[config.mk]
export PLATFORM = sky130hd
export DESIGN_NAME = pll_lock_monitor
export DESIGN_NICKNAME = d
export VERILOG_FILES = /design/src/rtl/pll_lock_monitor.sv
export SDC_FILE = /design/constraint.sdc
export NUM_CORES = 1
export LEC_CHECK = 0
export BUFFER_PORTS_ARGS = -buffer_cell sky130_fd_sc_hd__buf_2
export CORE_MARGIN = 2
export CORE_UTILIZATION = 52
export CTS_BUF_LIST = sky130_fd_sc_hd__clkbuf_8
export DETAILED_ROUTE_END_ITERATION = 8
export PLACE_DENSITY = 0.71
export REMOVE_ABC_BUFFERS = 1
export SKIP_CTS_REPAIR_TIMING = 1
export SYNTH_ARGS = -nofsm -noshare
export SYNTH_HDL_FRONTEND = slang
export SYNTH_SLANG_ARGS = --single-unit
[constraint.sdc]
create_clock -name clk -period 6 [get_ports clk]
set_clock_uncertainty 0.1 [all_clocks]
set_input_delay 1.2 -clock clk [delete_from_list [all_inputs] [get_ports clk]]
set_output_delay 1.2 -clock clk [all_outputs]
set_load 0.02 [all_outputs]
[src/rtl/pll_lock_monitor.sv]
module pll_lock_monitor #(
  parameter int WIN_LEN      = 256,
  parameter int DW           = 16,
  parameter int EXP_RST      = 1024,
  parameter int ACQ_TOL_RST  = 8,
  parameter int LOCK_TOL_RST = 2
) (
  input  logic          clk,
  input  logic          rst_n,
  input  logic          ref_div_i,
  input  logic          fb_div_i,
  input  logic          wr_en,
  input  logic [1:0]    addr,
  input  logic [DW-1:0] wdata,
  output logic [DW-1:0] rdata,
  output logic          acq_o,
  output logic          lock_o,
  output logic          irq_o
);
  localparam int WW = $clog2(WIN_LEN);
  localparam int TW = DW / 2;

  logic [2:0]    ref_s, fb_s;
  logic [WW-1:0] win_cnt;
  logic [DW-1:0] fb_cnt, exp_q;
  logic [TW-1:0] acq_tol, lock_tol;
  logic          auto_q, sw_trk, irq_en;
  logic          trk_q, lock_q, pend_q, lock_prev, flag_q;

  wire ref_rise = ref_s[1] & ~ref_s[2];
  wire fb_rise  = fb_s[1] & ~fb_s[2];
  wire win_done = ref_rise && (win_cnt == WW'(WIN_LEN - 1));
  wire [DW-1:0] meas = fb_cnt + DW'(fb_rise);
  wire [DW-1:0] err  = (meas >= exp_q) ? meas - exp_q : exp_q - meas;
  wire in_acq  = err <= DW'(acq_tol);
  wire in_lock = err <= DW'(lock_tol);
  wire w_ctrl  = wr_en && addr == 2'd0;
  wire clr     = wr_en && addr == 2'd3 && wdata[0];
  wire chg     = lock_q ^ lock_prev;

  assign acq_o  = auto_q ? trk_q : sw_trk;
  assign lock_o = lock_q;
  assign irq_o  = flag_q;

  always_ff @(posedge clk or negedge rst_n)
    if (!rst_n) begin
      ref_s <= '0;
      fb_s  <= '0;
    end else begin
      ref_s <= {ref_s[1:0], ref_div_i};
      fb_s  <= {fb_s[1:0], fb_div_i};
    end

  always_ff @(posedge clk or negedge rst_n)
    if (!rst_n) begin
      win_cnt <= '0;
      fb_cnt  <= '0;
    end else begin
      if (win_done)      win_cnt <= '0;
      else if (ref_rise) win_cnt <= win_cnt + 1'b1;
      if (win_done)      fb_cnt <= '0;
      else if (fb_rise)  fb_cnt <= fb_cnt + 1'b1;
    end

  always_ff @(posedge clk or negedge rst_n)
    if (!rst_n) begin
      auto_q   <= 1'b1;
      sw_trk   <= 1'b0;
      irq_en   <= 1'b0;
      exp_q    <= DW'(EXP_RST);
      acq_tol  <= TW'(ACQ_TOL_RST);
      lock_tol <= TW'(LOCK_TOL_RST);
    end else if (wr_en) begin
      case (addr)
        2'd0: {irq_en, sw_trk, auto_q} <= wdata[2:0];
        2'd1: exp_q <= wdata;
        2'd2: {lock_tol, acq_tol} <= wdata[2*TW-1:0];
        default: ;
      endcase
    end

  always_ff @(posedge clk or negedge rst_n)
    if (!rst_n) begin
      trk_q  <= 1'b0;
      lock_q <= 1'b0;
      pend_q <= 1'b0;
    end else if (!auto_q || (w_ctrl && !wdata[0])) begin
      lock_q <= 1'b0;
      pend_q <= 1'b0;
    end else if (win_done) begin
      trk_q  <= in_acq;
      pend_q <= in_lock;
      lock_q <= in_lock && pend_q;
    end

  always_ff @(posedge clk or negedge rst_n)
    if (!rst_n) begin
      lock_prev <= 1'b0;
      flag_q    <= 1'b0;
    end else begin
      lock_prev <= lock_q;
      flag_q    <= (flag_q && !clr) || (chg && irq_en);
    end

  always_comb
    case (addr)
      2'd0:    rdata = {{(DW-3){1'b0}}, irq_en, sw_trk, auto_q};
      2'd1:    rdata = exp_q;
      2'd2:    rdata = {{(DW-2*TW){1'b0}}, lock_tol, acq_tol};
      default: rdata = {{(DW-3){1'b0}}, flag_q, lock_q, acq_o};
    endcase
endmodule

==> qor.txt, run 1 <==
post-synthesis cell count: 572
ys async rst share: 100%
clock sinks: 70
final layout net count: 685
Final Hold Fails: 0
via count: 4378
diode count: 0
Leak Pwr: 2.80 nW
Syn Area/Cell: 9.40 um2
Total Routing Usage GR: 25.3%
number of filler cells placed in the layout: 939
CP Capture Type: register
Final period util: 93.0%
sequential share of the synthesized area: 32.7%
clk_lat worst skew: 360 ps
non-filler cells in the finished layout: 750
first-pass GRT wire length: 22200 um
CTS clk-pin slew, worst paths: 70 ps
Synth Register Bits: 70
most frequent cells in the layout: 66 x dfrtp_1, 58 x inv_1, 51 x ha_1
pwr dens: 362 nW/um2
Most Frequent Cell on Critical Path: ha_1
status: finished, final reports clean
relative slew slack: 40.8%
vias in the first global route: 4415
number of port buffers: 41
DR WL/cell: 17.6 um
Cells after DPL: 734
Peak Freq: 179 MHz
CP max FO: 8
Total Routed Length: 13200 um
die footprint: 11200 um2
Top FF cell, synth: dfrtp_1
CTS Buf Count: 9
core footprint: 10200 um2
max_cap viols: 0
H-tree depth: 3
post-DP HPWL: 10400 um
EDFF count, synth: 0
ANT nets after route: 0
first-pass iteration count of the detailed router: 5
RSZ-0062 raised after global routing: no
worst slew pin tran: 886 ps
root buffer cell: clkbuf_8
Initial Utilization: 52.8%
CP Cell Sequence: nor2b_2, ha_1, ha_1, nand3_1, nor2_1, and3_1, xor2_1, ha_1, nand4_1, or3_1, a311oi_2, nor3_4, mux2i_1, o22ai_1, a21oi_1, xnor2_1, ha_1, a21o_1, a21o_1, o21ai_0, o211ai_1, o21ai_0
slowest cell on the critical path: a311oi_2
maximum VDD drop: 0.231 mV
CP peak stage delay: 480 ps
Hold Crit Class: register to register
Area Overhead vs Synth: 8.52%
Die Y: 106 um
Max Buffers Root-to-Sink: 2
total grt overflow: 0
setup_tns: 0 ps
Final setup viols: 0
Rows: 37
I/O pins: 42
critical path class: register to register
CP required: 6160 ps
Yosys warning total: 0
placer congestion estimate: 0.903
final instance area: 5830 um2
initial detailed-routing violation count: 262
WP data arrival: 5740 ps
share of cells above drive strength 1: 19.2%
synthesized cell area: 5380 um2
most common cell after layout, fill and taps aside: dfrtp_1
placed cell area: 5660 um2
Slew Viols, Final: 0
crit start category: register
CTS tree: done
DRC violations left: 0
post-layout min period: 5580 ps
Netlist cell types: 62
Die W: 106 um
largest net degree at the start of global routing: 71
via density per instance: 5.84
initial antenna violation count: 0
[power by group]
part	internal (mW)	switching, mW	total, mW	leakage [nW]
combinational	0.487	0.646	1.13	1.84
clock	0.156	0.176	0.332	0.0921
sequential	0.556	0.0923	0.649	0.865
total	1.20	0.914	2.11	2.80
[layer usage]
layer	GRT usage (%)	wire, um	up-vias
met5	0	0	-
met4	10.3	354	0
met3	4.21	681	30
met2	41.4	6320	123
met1	33.4	5860	2124
li1	-	-	2101
[flip-flops by register name (all words and copies together) (netlist names), 3 cells and up]
signal and cells:
fb_cnt 16, lock_tol 8, acq_tol 8, win_cnt 8, ref_s 3, exp_q 16
fb_s 3
[Yosys cell counts (8+ instances only)]
library cell | instances | area share [%]
inv_1 | 55 | 3.8
xor2_1 | 24 | 3.9
nor2_1 | 48 | 3.4
nand2_1 | 34 | 2.4
xnor2_1 | 21 | 3.4
mux2_2 | 37 | 7.7
a21oi_1 | 21 | 2.0
a22o_1 | 14 | 2.3
o21a_1 | 9 | 1.3
nand3_1 | 18 | 1.7
clkbuf_1 | 11 | 0.77
nor3_1 | 8 | 0.74
nand4_1 | 13 | 1.5
ha_1 | 51 | 12
and3_1 | 8 | 0.93
nor2b_1 | 10 | 1.2
o21ai_0 | 19 | 1.8
dfrtp_1 | 66 | 31
a21o_1 | 10 | 1.4
[cell type report]
| type | count | area (um2) | area share [%] |
|---|---|---|---|
| Timing Repair Buffer | 45 | 235 | 4.03 |
| Multi-Input combinational cell | 428 | 3300 | 56.5 |
| Sequential cell | 70 | 1760 | 30.1 |
| Inverter | 55 | 206 | 3.54 |
| Clock inverter | 6 | 31.3 | 0.536 |
| Clock buffer | 10 | 138 | 2.36 |
| Tap cell | 136 | 170 | 2.92 |
[stage by stage]
step / setup slack (ps) / hold WS [ps] / util [%] / power [mW]
after floorplan: 1170 / 231 / - / 1.47
after global placement: 518 / 233 / 55.5 / 1.72
after detailed placement: 271 / 240 / 55.5 / 1.77
after CTS: 286 / 257 / 57.2 / 2.11
after global routing: 43.2 / 271 / 57.3 / 2.30
final: 421 / 254 / 57.3 / 2.11
[cell families (layout without fill, tap and decap cells)]
group | count (synthesis) | after routing | synth area share [%]
AND/OR/NAND/NOR | 168 | 168 | 15.7
AO/OA/AOI/OAI | 115 | 115 | 15.1
buffers and inverters | 74 | 116 | 6.17
flip-flops | 70 | 70 | 32.7
adder cells (fa/ha/maj) | 53 | 53 | 12.6
multiplexers | 47 | 47 | 10.4
XOR/XNOR | 45 | 45 | 7.33
[path summary, 6_finish.rpt]
kind	depth (start not counted)	start	slack [ps]	endpoint
worst min register to register	0	ref_s[0]$_DFF_PN0_	250	ref_s[1]$_DFF_PN0_
min in group asynchronous	2	rst_n	950	exp_q[3]$_DFFE_PN0P_
max in group asynchronous	2	rst_n	4290	fb_cnt[12]$_DFFE_PN0P_
worst min-delay path	0	ref_s[0]$_DFF_PN0_	250	ref_s[1]$_DFF_PN0_
worst max-delay path	22	fb_s[2]$_DFF_PN0_	420	pend_q$_DFFE_PN0P_
worst max register to register	22	fb_s[2]$_DFF_PN0_	420	pend_q$_DFFE_PN0P_
[critical path, delay by kind of cell (launching register included)]
kind	cells	cell delay, ps
adders and majority gates	4	1040
muxes	1	290
DFF	1	370
xor gates and xnor gates	2	420
AOI/OAI and AO/OA	8	1650
and+or+nand+nor	7	1620
Power figures use the tool's default switching activity.
==> run 2, diff against run 1 <==
CELL_PAD_IN_SITES_DETAIL_PLACEMENT = 0   (was not set)
CELL_PAD_IN_SITES_GLOBAL_PLACEMENT = 1   (was not set)
CORE_UTILIZATION = 49   (was 52)
PLACE_DENSITY = 0.83   (was 0.71)
==> run 2 against run 1 <==
  * Register-to-register slack gained 150 ps
  * Total power grew 2.8%
  * Final cell count grew 0.80%
  * Sequential share of layout area shrank 0.21 points
  * Clock power grew 16%
  * Global-route usage shrank 0.20 points
  * Combinational power is essentially flat
  * Fmax grew 2.7%
  * Critical endpoint unchanged
  * Largest cell class unchanged
==> qor.txt, run 2 (synthesis gave the netlist of run 1 again) <==
status: finished, final reports clean
share of cells above drive strength 1: 19.8% (+0.59 points)
first-pass GRT wire length: 22600 um (+2.0%)
DRC violations left: 0 (unchanged)
crit start category: register
max_cap viols: 0 (unchanged)
RSZ-0062 raised after global routing: no
first-pass iteration count of the detailed router: 5 (unchanged)
number of port buffers: 41 (unchanged)
CTS Buf Count: 9 (unchanged)
root buffer cell: clkbuf_8
total power: 2.17 mW (+2.8%)
Die Y: 109 um (+2.9%)
r2r endpoint: pend_q$_DFFE_PN0P_
Final Hold Fails: 0 (unchanged)
I/O pins: 42 (unchanged)
Peak Freq: 184 MHz (+2.7%)
core footprint: 10800 um2 (+6.0%)
Area Overhead vs Synth: 9.29%
CP Capture Type: register
die footprint: 11800 um2 (+5.9%)
via density per instance: 5.77 (-1.1%)
WP data arrival: 5630 ps (-110 ps)
Hold Crit Class: register to register
reg2reg start: fb_s[1]$_DFF_PN0_
CP max FO: 7 (-1)
Cells after DPL: 740 (+0.82%)
Final setup viols: 0 (unchanged)
maximum VDD drop: 0.196 mV (-15%)
R2R Setup Slk: 570 ps (+150 ps)
initial antenna violation count: 0 (unchanged)
CTS tree: done
largest net degree at the start of global routing: 71 (unchanged)
Total Routing Usage GR: 25.1% (-0.20 points)
Max Buffers Root-to-Sink: 2 (unchanged)
placer congestion estimate: 0.951 (+5.4%)
post-DP HPWL: 10600 um (+2.0%)
worst slew pin tran: 892 ps (+6.63 ps)
Slew Viols, Final: 0 (unchanged)
via count: 4364 (-0.32%)
clk_lat worst skew: 370 ps (about the same)
initial detailed-routing violation count: 279 (+6.5%)
ANT nets after route: 0 (unchanged)
Leak Pwr: 2.82 nW (+0.50%)
Hold EP: ref_s[1]$_DFF_PN0_
final core occ: 54.4% (-2.8 points)
post-layout min period: 5430 ps (-148 ps)
Die W: 109 um (+2.9%)
Worst R2R Path Depth: 24 (+9.1%)
CP Cell Sequence: nor2b_1, buf_4, ha_1, ha_1, nand3_1, nor2_1, and3_1, xor2_1, ha_1, nand4_1, or3_1, a311oi_2, nor3_2, buf_4, mux2i_1, o22ai_1, a21oi_1, xnor2_1, ha_1, a21o_1, a21o_1, o21ai_0, o211ai_1, o21ai_0
most frequent cells in the layout: 66 x dfrtp_1, 55 x inv_1, 51 x ha_1
Most Frequent Cell on Critical Path: ha_1
relative slew slack: 40.4% (-0.44 points)
Rows: 38 (+2.7%)
slowest cell on the critical path: or3_1
CP peak stage delay: 420 ps (-60 ps)
final layout net count: 687 (+0.29%)
pwr dens: 370 nW/um2 (+2.1%)
Total Routed Length: 13500 um (+2.1%)
most common cell after layout, fill and taps aside: dfrtp_1
H-tree depth: 3 (unchanged)
CTS clk-pin slew, worst paths: 90 ps (+20 ps)
non-filler cells in the finished layout: 756 (+0.80%)
total grt overflow: 0 (unchanged)
Initial Utilization: 49.8% (-3.0 points)
setup_tns: 0 ps (unchanged)
vias in the first global route: 4372 (-0.97%)
Final period util: 90.5% (-2.5 points)
Worst Hold Depth: 0 (unchanged)
CP required: 6190 ps (+30 ps)
worst hold slack: 260 ps (+6.13 ps)
HP Start: ref_s[0]$_DFF_PN0_
clock sinks: 70 (unchanged)
Top Registers: exp_q x16, fb_cnt x16
diode count: 0 (unchanged)
critical path class: register to register
DR WL/cell: 17.9 um (+1.3%)
## run 2: cell types whose count changed in the layout (fill, tap and decap cells not counted), sizes merged
cell / previous run / this run
clkinvlp: 2 / 1
buf: 45 / 47
clkinv: 1 / 4
inv: 58 / 55
bufinv: 0 / 1
## run 2: how the worst max path moves through the flow
stage                                  from            endpoint  cells after the start
after floorplan           fb_s[2]$_DFF_PN0_  lock_o$_DFFE_PN0P_                     21
after global placement    fb_s[1]$_DFF_PN0_  pend_q$_DFFE_PN0P_                     23
after detailed placement  fb_s[1]$_DFF_PN0_  lock_o$_DFFE_PN0P_                     24
after CTS                 fb_s[1]$_DFF_PN0_  lock_o$_DFFE_PN0P_                     24
after global routing      fb_s[1]$_DFF_PN0_  lock_o$_DFFE_PN0P_                     24
final                     fb_s[1]$_DFF_PN0_  pend_q$_DFFE_PN0P_                     24
## run 2: worst max-delay path: cells and delay by family (launching register included)
family | cells | cell delay, ps
compound gates | 8 | 1540
xor+xnor | 2 | 360
fa+ha+maj | 4 | 1140
buf+inv | 2 | 340
flops | 1 | 370
mux | 1 | 240
simple gates | 7 | 1280
## run 2: metal layers
metal	up-vias	part of all wire (%)	track usage, %
met5	-	0	0
met4	0	2.7	9.98
met3	32	5.2	3.83
met2	107	45	38.7
met1	2126	47	35.5
li1	2099	-	-
## run 2: report_power, final
| part | total [mW] | leakage, nW | internal (mW) | switching (mW) |
|---|---|---|---|---|
| combinational | 1.14 | 1.85 | 0.484 | 0.653 |
| sequential | 0.650 | 0.865 | 0.556 | 0.0934 |
| clock | 0.386 | 0.102 | 0.202 | 0.185 |
## run 2: metrics by stage
| step | instance area (um2) | setup WS (ps) |
|---|---|---|
| after floorplan | 5250 | 1170 |
| after global placement | 5680 | 829 |
| after detailed placement | 5680 | 575 |
| after CTS | 5880 | 593 |
| after global routing | 5880 | 51.6 |
| final | 5880 | 568 |
## run 2: layout make-up
cell class / instances / area [um2]
fill: 997 / 4920
multi-input combinational: 428 / 3290
sequential: 70 / 1760
timing repair buffer: 47 / 250
inverter: 55 / 206
tap: 140 / 175
clock buffer: 10 / 138
clock inverter: 6 / 61.3
